[src/rtl/stuff_vote_pkg.sv]
package stuff_vote_pkg;
    typedef enum logic [1:0] {
        SEQ_IDLE = 2'd0,
        SEQ_FILL = 2'd1,
        SEQ_FULL = 2'd2
    } seq_state_t;

    localparam int VOTE_LIMIT = 8;
    localparam int NUM_VOTES  = 2;
endpackage

[src/rtl/stuff_bit_sequencer.sv]
module stuff_bit_sequencer
    import stuff_vote_pkg::*;
#(
    parameter int FIELD_LEN = 16,
    localparam int IDX_W    = $clog2(FIELD_LEN)
) (
    input  logic             clk,
    input  logic             rst_n,
    input  logic             bit_valid,
    input  logic             slot_strobe,
    output logic             take,
    output logic             first,
    output logic [IDX_W-1:0] bit_pos,
    output logic             complete
);
    localparam logic [IDX_W-1:0] LAST_IDX = IDX_W'(FIELD_LEN - 1);

    seq_state_t       state_q, state_d;
    logic [IDX_W-1:0] idx_q, idx_d;

    always_ff @(posedge clk or negedge rst_n) begin
        if (!rst_n) begin
            state_q <= SEQ_IDLE;
            idx_q   <= '0;
        end else begin
            state_q <= state_d;
            idx_q   <= idx_d;
        end
    end

    always_comb begin
        state_d = state_q;
        idx_d   = idx_q;
        take    = 1'b0;
        first   = 1'b0;
        if (slot_strobe) begin
            // strobe closes the field; a bit arriving with it opens the next one
            if (bit_valid) begin
                take    = 1'b1;
                first   = 1'b1;
                idx_d   = IDX_W'(1);
                state_d = SEQ_FILL;
            end else begin
                idx_d   = '0;
                state_d = SEQ_IDLE;
            end
        end else begin
            unique case (state_q)
                SEQ_IDLE: begin
                    if (bit_valid) begin
                        take    = 1'b1;
                        first   = 1'b1;
                        idx_d   = IDX_W'(1);
                        state_d = SEQ_FILL;
                    end
                end
                SEQ_FILL: begin
                    if (bit_valid) begin
                        take = 1'b1;
                        if (idx_q == LAST_IDX) begin
                            idx_d   = '0;
                            state_d = SEQ_FULL;
                        end else begin
                            idx_d = idx_q + IDX_W'(1);
                        end
                    end
                end
                SEQ_FULL: begin
                    idx_d = '0;
                end
                default: begin
                    idx_d   = '0;
                    state_d = SEQ_IDLE;
                end
            endcase
        end
    end

    assign bit_pos  = first ? '0 : idx_q;
    assign complete = (state_q == SEQ_FULL);
endmodule

[src/rtl/stuff_err_counter.sv]
module stuff_err_counter #(
    parameter int LIMIT  = 8,
    localparam int CNT_W = $clog2(LIMIT) + 1
) (
    input  logic             clk,
    input  logic             rst_n,
    input  logic             take,
    input  logic             first,
    input  logic             mismatch,
    output logic [CNT_W-1:0] count
);
    localparam logic [CNT_W-1:0] CNT_MAX = CNT_W'(LIMIT);

    always_ff @(posedge clk or negedge rst_n) begin
        if (!rst_n) begin
            count <= '0;
        end else if (take) begin
            if (first) begin
                count <= CNT_W'(mismatch);
            end else if (mismatch && (count != CNT_MAX)) begin
                count <= count + CNT_W'(1);
            end
        end
    end
endmodule

[src/rtl/stuff_vote_decoder.sv]
module stuff_vote_decoder
    import stuff_vote_pkg::*;
#(
    parameter int                 FIELD_LEN = 16,
    parameter logic [FIELD_LEN-1:0] POS_CODE = 16'hB38E
) (
    input  logic clk,
    input  logic rst_n,
    input  logic cmd_bit,
    input  logic bit_valid,
    input  logic slot_strobe,
    output logic pos_stuff,
    output logic neg_stuff,
    output logic cmp_fail
);
    localparam int IDX_W = $clog2(FIELD_LEN);
    localparam int CNT_W = $clog2(VOTE_LIMIT) + 1;

    logic             take, first, complete;
    logic [IDX_W-1:0] bit_pos;
    logic [CNT_W-1:0] err_cnt [NUM_VOTES];
    logic [NUM_VOTES-1:0] accept;

    stuff_bit_sequencer #(.FIELD_LEN(FIELD_LEN)) u_seq (
        .clk        (clk),
        .rst_n      (rst_n),
        .bit_valid  (bit_valid),
        .slot_strobe(slot_strobe),
        .take       (take),
        .first      (first),
        .bit_pos    (bit_pos),
        .complete   (complete)
    );

    // vote 0 checks the positive pattern, vote 1 its complement
    for (genvar g = 0; g < NUM_VOTES; g++) begin : g_vote
        logic ref_bit;
        assign ref_bit = (g == 0) ? POS_CODE[bit_pos] : ~POS_CODE[bit_pos];

        stuff_err_counter #(.LIMIT(VOTE_LIMIT)) u_cnt (
            .clk     (clk),
            .rst_n   (rst_n),
            .take    (take),
            .first   (first),
            .mismatch(cmd_bit ^ ref_bit),
            .count   (err_cnt[g])
        );

        assign accept[g] = ~err_cnt[g][CNT_W-1];
    end

    always_ff @(posedge clk or negedge rst_n) begin
        if (!rst_n) begin
            pos_stuff <= 1'b0;
            neg_stuff <= 1'b0;
            cmp_fail  <= 1'b0;
        end else if (slot_strobe) begin
            pos_stuff <= complete & accept[0] & ~accept[1];
            neg_stuff <= complete & accept[1] & ~accept[0];
            cmp_fail  <= ~complete | ~(accept[0] ^ accept[1]);
        end else begin
            cmp_fail  <= 1'b0;
        end
    end
endmodule

[config.mk]
export PLATFORM = sky130hd
export DESIGN_NAME = stuff_vote_decoder
export DESIGN_NICKNAME = d
export VERILOG_FILES = /design/src/rtl/stuff_vote_pkg.sv /design/src/rtl/stuff_bit_sequencer.sv /design/src/rtl/stuff_err_counter.sv /design/src/rtl/stuff_vote_decoder.sv
export SDC_FILE = /design/constraint.sdc
export NUM_CORES = 1
export LEC_CHECK = 0
export BUFFER_PORTS_ARGS = -buffer_cell sky130_fd_sc_hd__buf_4
export CAP_MARGIN = 0
export CORE_MARGIN = 2
export CORE_UTILIZATION = 61
export CTS_BUF_LIST = sky130_fd_sc_hd__clkbuf_8
export DETAILED_ROUTE_END_ITERATION = 6
export GPL_TIMING_DRIVEN = 0
export PLACE_DENSITY = 0.8
export REMOVE_ABC_BUFFERS = 1
export SLEW_MARGIN = 25
export SYNTH_ARGS = -nofsm -noshare
export SYNTH_HDL_FRONTEND = slang
export SYNTH_SLANG_ARGS = --single-unit
[constraint.sdc]
create_clock -name clk -period 2.3 [get_ports clk]
set_input_delay 0.46 -clock clk [delete_from_list [all_inputs] [get_ports clk]]
set_output_delay 0.46 -clock clk [all_outputs]
set_load 0.01 [all_outputs]
==> out/results.txt <==
Area leader, netlist: dfrtp_1
Vias in the first global route: 793
Syn Area/Cell: 8.85 um^2
Clock-pin slew on the worst setup and hold paths: 0.07 ns
Crit end category: flop
Met3 Wirelength: 104 um
Max Slew Vio Count: 0
Post-CTS sizing: 0
Post-synth design cell area: 1130 um^2
Clk_lat worst skew: 0.25 ns
Hold_buf cts: 0
RD Place Congestion: 0.807
Port bufs: 7
ANT nets after route: 0
Outcome: completed
CTS H-tree depth: 1
FF-to-FF setup slack: 0.34 ns
Sequential share of the synthesized area: 37.6%
GRT Total Usage: 22.0%
Worst-path cell chain: xnor2_1 -> a2111o_1 -> a211oi_1 -> mux2i_1
DRT met1 WL: 1040 um
Synth area leaders: dfrtp_1 (38%), mux2i_1 (6.2%), ha_1 (5.5%)
Core area: 1750 um^2
Wire per inst: 13.7 um
Gate count of the mapped netlist: 128
Synthesis-to-layout area growth: 8.51%
Post-DP HPWL: 1490 um
Met2 WL: 1000 um
Layout cell share with drive strength beyond 1: 9.77%
Final Cycle Share: 85.3%
Setup TNS: 0 ns
Post-DP Area: 1180 um^2
Final instance area: 1230 um^2
Root Buffer Master: clkbuf_8
Worst Skew: 0.000779 ns
CTS Buf Count: 3
DR top layer: met4
CP Data Arrival Time: 2.13 ns
Core Util, Final: 70.4%
Row cnt: 15
Yosys reg bits: 17
DRT iter0 DRCs: 25
Leak pwr: 0.555 nW
Post-synth EDFFs: 0
Worst min path class: in -> async
Routed WL: 2170 um
Critical Path RT: 2.47 ns
Vias: 933
Final-layout fill cell count: 132
Synthesis warning total: 0
Max_cap viols: 0
Post-CTS Setup Bufs: 0
Starting Density: 64.9%
Initial antenna violation count: 0
Die H: 47.1 um
RSZ-0062 raised after global routing: no
CP max stage cell: a2111o_1
First-pass DRT Iterations: 4
I/O pin count: 8
Fin crit period: 1.96 ns
Number of diodes: 0
Type of origin of the critical path: flop
# nets final: 144
Final worst hold slack: 0.0584 ns
Relative slew slack: 51.9%
First-pass GRT wire length: 3440 um
Top cell type's share of synthesized area: 37.6%
CTS sink count: 17
Grt ovf: 0
DRC: 0
Final setup fails: 0
Worst-path fanout max: 10
Largest net degree at the start of global routing: 18
Bufs on Longest Clock Path: 2
Worst setup path class: reg -> reg
Ys async rst share: 100%
Synth Flop Type: dfrtp_1
Die area: 2220 um^2
Yosys cell types: 37
Final hold vios: 0
Max incr delay on CP: 0.57 ns
Via density: 5.91
Max Clock Freq: 0.510 GHz
Die X: 47.1 um
Peak supply drop: 405 uV
CTS tree: built
Worst slew pin tran: 0.721 ns
PD cells: 604 nW/um^2
[report_power, final]
part           leakage, nW  internal (mW)  switching [mW]
logic                0.306         0.0681          0.0888
clock network       0.0255          0.120           0.105
registers            0.224          0.326          0.0335
total                0.555          0.515           0.228
[sequential cells by signal (all words and copies together), names as in the netlist]
name	count
cmp_fail	1
u_seq.idx_q	4
u_seq.state_q	2
pos_stuff	1
g_vote.u_cnt.count	8
neg_stuff	1
[synthesized netlist by cell type (all sizes together) (2+ instances only)]
master / instances
a221oi: 2
nand3: 7
and3: 2
nor2b: 2
nand2: 16
dfrtp: 17
mux2i: 7
ha: 5
nand3b: 3
nand4: 5
inv: 7
nand2b: 5
nor2: 6
nand4b: 3
a2111o: 2
clkbuf: 4
and2: 2
o21ai: 5
buf: 2
a21oi: 6
nor3: 6
[metal layers]
metal  up-vias  track usage (%)
li1        471                -
met1       431             30.9
met2        29             35.1
met3         2             2.31
met4         0             8.33
met5         -                0
[layout by cell type, fill, tap and decap left out, types with 2 or more instances in the layout]
cell      instances
a2111o_1          2
a21oi_1           6
and2_1            2
and3_1            2
buf_4             7
clkbuf_8          3
dfrtp_1          17
ha_1              5
inv_1             7
mux2i_1           7
nand2_1          16
nand2b_1          5
nand3_1           7
nand3b_1          3
nand4_1           5
nand4b_1          3
nor2_1            6
nor2b_1           2
nor3_1            6
o21ai_0           5
[kinds of logic (layout without fill, tap and decap cells)]
kind of cell	after synthesis	after routing	synth area share, %
simple gates	60	60	28.4
compound gates	24	24	15.5
buf+inv	13	18	5.30
mux	7	7	6.19
flops	17	17	37.6
xor+xnor	2	2	1.55
fa+ha+maj	5	5	5.52
[per-stage QoR]
step                      cells  worst slack (ns)  power [mW]
after floorplan             122             0.598       0.471
after global placement      154             0.464       0.514
after detailed placement    154             0.395       0.522
after CTS                   158             0.354       0.746
after global routing        158             0.204       0.787
final                       158             0.338       0.742
[layout make-up]
type | instances | area [um^2] | area share [%]
sequential | 17 | 425 | 34.6
inverter | 7 | 26.3 | 2.14
tap | 25 | 31.3 | 2.55
multi-input combinational | 98 | 647 | 52.6
timing repair buffer | 7 | 52.6 | 4.28
clock inverter | 1 | 5.00 | 0.407
clock buffer | 3 | 41.3 | 3.36
[worst paths after layout]
check	startpoint	endpoint	depth (start not counted)
hold reg to reg	neg_stuff	neg_stuff	2
setup / recovery	u_seq.idx_q[2]	g_vote[1].u_cnt.count[3]	4
hold / removal	rst_n	u_seq.idx_q[0]	1
setup reg to reg	u_seq.idx_q[2]	g_vote[1].u_cnt.count[3]	4
max in group asynchronous	rst_n	g_vote[1].u_cnt.count[1]	1
min in group clk	slot_strobe	u_seq.state_q[1]	2
[critical path: cells and delay by family (launching register included)]
family / cells / cell delay [ns]
flops: 1 / 0.48
mux: 1 / 0.25
xor+xnor: 1 / 0.20
compound gates: 2 / 0.95
No activity file was read; power rests on OpenSTA's default activity.
